## src/rtl/mmcpu_pkg.sv

```systemverilog
package mmcpu_pkg;
  localparam int PH_W = 3;

  typedef enum logic [PH_W-1:0] {
    PH_FETCH0 = 3'd0,
    PH_FETCH1 = 3'd1,
    PH_SRC    = 3'd2,
    PH_DST    = 3'd3,
    PH_EXEC   = 3'd4,
    PH_STORE  = 3'd5,
    PH_IDLE   = 3'd6,
    PH_NEXT   = 3'd7
  } phase_e;
endpackage

```

## src/rtl/mmcpu_phase.sv

```systemverilog
module mmcpu_phase
  import mmcpu_pkg::*;
(
  input  logic   clk,
  input  logic   rst,
  output phase_e phase
);
  logic [PH_W-1:0] cnt_q;

  always_ff @(posedge clk) begin
    if (rst) cnt_q <= '0;
    else     cnt_q <= cnt_q + PH_W'(1);
  end

  assign phase = phase_e'(cnt_q);
endmodule

```

## src/rtl/mmcpu_alu.sv

```systemverilog
module mmcpu_alu #(
  parameter int DATA_W = 16
) (
  input  logic [DATA_W-1:0] a,
  input  logic [DATA_W-1:0] b,
  input  logic              sel_nor,
  output logic [DATA_W-1:0] y,
  output logic              cout
);
  logic [DATA_W:0] sum;

  always_comb begin
    sum  = {1'b0, a} + {1'b0, b};
    cout = sum[DATA_W];
    if (sel_nor) y = ~(a | b);
    else         y = sum[DATA_W-1:0];
  end
endmodule

```

## src/rtl/mmcpu_pc.sv

```systemverilog
module mmcpu_pc #(
  parameter int ADDR_W = 15
) (
  input  logic              clk,
  input  logic              rst,
  input  logic              advance,
  input  logic              is_jump,
  input  logic              carry,
  input  logic [ADDR_W-1:0] target,
  output logic [ADDR_W-1:0] pc,
  output logic [ADDR_W-1:0] pc_next
);
  always_comb begin
    if (is_jump) pc_next = carry ? pc + ADDR_W'(1) : target;
    else         pc_next = pc + ADDR_W'(2);
  end

  always_ff @(posedge clk) begin
    if (rst)          pc <= '0;
    else if (advance) pc <= pc_next;
  end


  jump_taken_chk: assert property (@(posedge clk) disable iff (rst)
    (advance && is_jump && !carry) |=> (pc == $past(target)));


  jump_fall_chk: assert property (@(posedge clk) disable iff (rst)
    (advance && is_jump && carry) |=> (pc == $past(pc) + ADDR_W'(1)));
endmodule

```

## src/rtl/mmcpu_top.sv

```systemverilog
module mmcpu_top
  import mmcpu_pkg::*;
#(
  parameter int DATA_W = 16,
  parameter int ADDR_W = 15
) (
  input  logic              clk,
  input  logic              rst,
  output logic [ADDR_W-1:0] mem_addr,
  output logic [DATA_W-1:0] mem_wdata,
  output logic              mem_we,
  input  logic [DATA_W-1:0] mem_rdata
);
  localparam int JMP_B = DATA_W - 1;
  localparam int NOR_B = DATA_W - 2;
  localparam int IMM_B = DATA_W - 3;
  localparam int SRC_W = DATA_W - 3;

  phase_e            phase;
  logic [DATA_W-1:0] ir;
  logic [DATA_W-1:0] tmp;
  logic [ADDR_W-1:0] ar;
  logic [ADDR_W-1:0] pc;
  logic [ADDR_W-1:0] pc_next;
  logic              carry;
  logic [DATA_W-1:0] alu_y;
  logic              alu_cout;
  logic [ADDR_W-1:0] src_addr;
  logic [DATA_W-1:0] imm_val;

  assign src_addr = {{(ADDR_W-SRC_W){1'b0}}, mem_rdata[SRC_W-1:0]};
  assign imm_val  = {{(DATA_W-SRC_W){1'b0}}, ir[SRC_W-1:0]};

  mmcpu_phase u_phase (
    .clk   (clk),
    .rst   (rst),
    .phase (phase)
  );

  mmcpu_alu #(.DATA_W(DATA_W)) u_alu (
    .a       (tmp),
    .b       (mem_rdata),
    .sel_nor (ir[NOR_B]),
    .y       (alu_y),
    .cout    (alu_cout)
  );

  mmcpu_pc #(.ADDR_W(ADDR_W)) u_pc (
    .clk     (clk),
    .rst     (rst),
    .advance (phase == PH_NEXT),
    .is_jump (ir[JMP_B]),
    .carry   (carry),
    .target  (ir[ADDR_W-1:0]),
    .pc      (pc),
    .pc_next (pc_next)
  );

  always_ff @(posedge clk) begin
    if (rst) begin
      ir        <= '0;
      ar        <= '0;
      tmp       <= '0;
      carry     <= 1'b0;
      mem_addr  <= '0;
      mem_wdata <= '0;
      mem_we    <= 1'b0;
    end else begin
      case (phase)
        PH_FETCH0: mem_addr <= pc + ADDR_W'(1);
        PH_FETCH1: begin
          ir       <= mem_rdata;
          mem_addr <= src_addr;
        end
        PH_SRC: begin
          ar       <= mem_rdata[ADDR_W-1:0];
          mem_addr <= mem_rdata[ADDR_W-1:0];
        end
        PH_DST: tmp <= ir[IMM_B] ? imm_val : mem_rdata;
        PH_EXEC: begin
          if (!ir[JMP_B]) begin
            tmp       <= alu_y;
            mem_wdata <= alu_y;
            mem_we    <= 1'b1;
            if (!ir[NOR_B]) carry <= alu_cout;
          end
        end
        PH_STORE: mem_we <= 1'b0;
        PH_NEXT:  mem_addr <= pc_next;
        default:  ;
      endcase
    end
  end


  reset_state_chk: assert property (@(posedge clk) disable iff (rst)
    $fell(rst) |-> (mem_addr == '0 && !mem_we && !carry && pc == '0));


  fetch_addr_chk: assert property (@(posedge clk) disable iff (rst)
    (phase == PH_FETCH0) |-> (mem_addr == pc));


  store_slot_chk: assert property (@(posedge clk) disable iff (rst)
    mem_we |-> (phase == PH_STORE && mem_addr == ar && !ir[JMP_B]));


  nor_carry_chk: assert property (@(posedge clk) disable iff (rst)
    (phase == PH_EXEC && ir[NOR_B] && !ir[JMP_B]) |=> $stable(carry));
endmodule

```

## config.mk

```make
export PLATFORM = sky130hd
export DESIGN_NAME = mmcpu_top
export DESIGN_NICKNAME = d
export VERILOG_FILES = /design/src/rtl/mmcpu_pkg.sv /design/src/rtl/mmcpu_phase.sv /design/src/rtl/mmcpu_alu.sv /design/src/rtl/mmcpu_pc.sv /design/src/rtl/mmcpu_top.sv
export SDC_FILE = /design/constraint.sdc
export NUM_CORES = 1
export LEC_CHECK = 0
export ABC_AREA = 1
export CAP_MARGIN = 20
export CORE_MARGIN = 1
export CORE_UTILIZATION = 55
export CTS_CLUSTER_SIZE = 8
export DETAILED_ROUTE_END_ITERATION = 7
export DONT_BUFFER_PORTS = 1
export PLACE_DENSITY = 0.71
export SLEW_MARGIN = 20
export SYNTH_ARGS = -nofsm -noshare
export SYNTH_HDL_FRONTEND = slang
export SYNTH_SLANG_ARGS = --single-unit
export TNS_END_PERCENT = 20
```

## constraint.sdc

```tcl
create_clock -name clk -period 2.52 [get_ports clk]
set_input_delay 0.504 -clock clk [delete_from_list [all_inputs] [get_ports clk]]
set_output_delay 0.504 -clock clk [all_outputs]
set_load 0.02 [all_outputs]
```

==> flow_metrics.tcl <==
set metrics [dict create \
    critPathCaptureType "register" \
    cap_violations 0 \
    final_common_cell "nand2_1" \
    use_met2 0.543 \
    fmax_mhz 458 \
    ys_seq_elements 83 \
    final_cell_mix "nand2_1, inv_1, a21oi_1" \
    path_class "register to register" \
    hold_end "u_pc.pc[9]" \
    grt_usage 0.329 \
    busiest_layer "met2" \
    tightestPinTransition_ns 0.667 \
    synth_seq_area_share 0.291 \
    groute.layer.met1.usage 0.419 \
    die_h_um 104 \
    antenna_found_initial 0 \
    fin_crit_ns 2.18 \
    vdd_drop_max_uv 568 \
    slew_headroom 0.555 \
    start_util 0.577 \
    min-delay-start "rst" \
    synth.avg_cell_area_um2 6.30 \
    coreArea_um2 9910 \
    crit_buf_inv 2 \
    worstHoldPathType "input port to register" \
    grt_pass1_wl_um 28000 \
    status "completed" \
    worstPathCellList "ha_1, ha_1, inv_1, buf_4, nor2_1, nand2_1, nand2_1, nand2_1, a21oi_1" \
    hold_viol_final 0 \
    layout.nets 960 \
    p_leak_nw 2.84 \
    cpMostUsedCell "nand2_1" \
    start_kind "register" \
    reg2reg_depth 9 \
    cts_max_level 3 \
    grt_max_degree 55 \
    vias 5849 \
    crit_cells 9 \
    clock-sinks 83 \
    cts_hold_buffers 0 \
    crit_fanout 13 \
    post_cts_buffers 0 \
    dr.pass1.iters 6 \
    setup_violations 0 \
    antenna_cells 0 \
    syn_nets 967 \
    drive_gt1_frac 0.0717 \
    max_stage_delay_ns 0.50 \
    drc 0 \
    grt_pass1_vias 5565 \
    first_iter_violations 448 \
    fin_skew_ns 0.0156 \
    dp_cells 1023 \
    die_width_um 104 \
    yosysWarnings 0 \
    crit_slowest_cell "ha_1" \
    antenna_left 0 \
    drv_slew 0 \
    use_met3 0.0771 \
    fin_crit_sh 0.866 \
    r2r_slack_ns 0.34 \
    syn_to_final_growth_pct 6.28 \
    dieArea_um2 10800 \
    clk_pin_slew_ns 0.10 \
    cts_root_buffer "clkbuf_8" \
    gp_congestion 0.984 \
    syn_area_um2 5720 \
    rows 36 \
    io_pins 50 \
    ys_types 37 \
    worstSkewPairLatency_ns 0.40 \
    cp_top_family "adder cells" \
    dpl.hpwl_um 12700 \
    wire_per_inst_um 16.5 \
    clockBufferDepth 2 \
    crit_arrival_ns 2.51 \
    final_cells 1039 \
    io_buffers 0 \
    power_mw 3.35 \
    p_per_area_nw_per_um2 552 \
    cts_tree "yes" \
    post_cts_resized 0 \
    fin_setup_tns_ns 0 \
    reg2reg_from "u_phase.phase[0]" \
    cts_buffers 9 \
    syn_inst 908 \
    rsz0062_at_grt "false" \
    hold_depth 1 \
    crit_required_ns 2.85 \
    viasPerCell 5.63 \
    grt_overflow 0 \
    timing.rr.end "mem_addr[8]" \
    wl_um 17100 \
]
power by group:
group,switching [mW],internal [mW]
Clock,0.561,0.464
Combinational,0.534,0.275
Sequential,0.120,1.40
worst max path at each step:
stage | startpoint | endpoint | slack (ns)
after floorplan | mem_rdata[0] | tmp[4] | 0.47
after global placement | mem_rdata[0] | tmp[4] | 0.31
after detailed placement | mem_rdata[0] | tmp[4] | 0.26
after CTS | u_phase.phase[0] | mem_addr[1] | 0.38
after global routing | u_phase.phase[0] | mem_addr[1] | 0.20
final | u_phase.phase[0] | mem_addr[8] | 0.34
flip-flops by register name, summed over array words and instances, names as in the netlist:
name and flops:
carry 1, ir 16, mem_addr 15, mem_wdata 16, mem_we 1, tmp 16, u_pc.pc 15, u_phase.phase 3
cell type report:
cell class                      count  area (µm²)
Fill cell                        1008        3830
Inverter                          125         469
Sequential cell                    83        1660
Multi-Input combinational cell    662        3430
Clock buffer                        9         124
Clock inverter                      7        76.3
Tap cell                          133         166
Timing Repair Buffer               20         150
cells in the mapped netlist:
cell type    n  area share
buf_2        9      0.0079
nor3_4       1      0.0028
nand2_2      4      0.0044
xnor2_1      2      0.0031
buf_4        1      0.0013
dfxtp_1     83        0.29
a21boi_0     1      0.0013
o21bai_1     1      0.0013
or2_2        8      0.0088
nand2_1    245        0.16
and2_1       4      0.0044
o22ai_1      1      0.0011
o21ai_0     79       0.069
nand3_2      1      0.0018
fa_1         1      0.0035
clkinv_1     2      0.0013
nand4_1      4      0.0044
nor2_2       3      0.0033
inv_2        6      0.0039
nor3_1       5      0.0044
buf_1        2      0.0013
nand2_4      2      0.0039
nor2_4       4      0.0079
clkbuf_1    26       0.017
xor2_1       9       0.014
a211oi_1     1      0.0013
nand3_1     51       0.045
inv_1      117       0.077
o21ai_1      4      0.0035
o211ai_1    14       0.018
nand3b_1     2      0.0026
ha_1        40       0.088
nor2_1      63       0.041
a31oi_1      6      0.0066
a21oi_1    103       0.090
or2_0        1      0.0011
o31ai_1      2      0.0026
cell families after synthesis:
kind of cell | synth area share
compound gates | 0.195
flops | 0.291
buf+inv | 0.110
fa+ha+maj | 0.0910
xor+xnor | 0.0169
simple gates | 0.296
metal layers:
| metal | routed length (µm) | vias up |
|---|---|---|
| met5 | 0 | - |
| met4 | 299 | 0 |
| met3 | 1410 | 29 |
| met2 | 7920 | 225 |
| met1 | 7500 | 2693 |
| li1 | - | 2902 |
per-stage QoR:
step	utilization	area (µm²)	setup WS (ns)	hold WS (ns)
2_1_floorplan	-	5720	0.468	0.433
3_3_place_gp	0.593	5880	0.309	0.448
3_5_place_dp	0.593	5880	0.262	0.472
4_1_cts	0.613	6080	0.383	0.160
5_1_grt	0.613	6080	0.196	0.166
6_report	0.613	6080	0.337	0.193
Power figures use the tool's default switching activity.
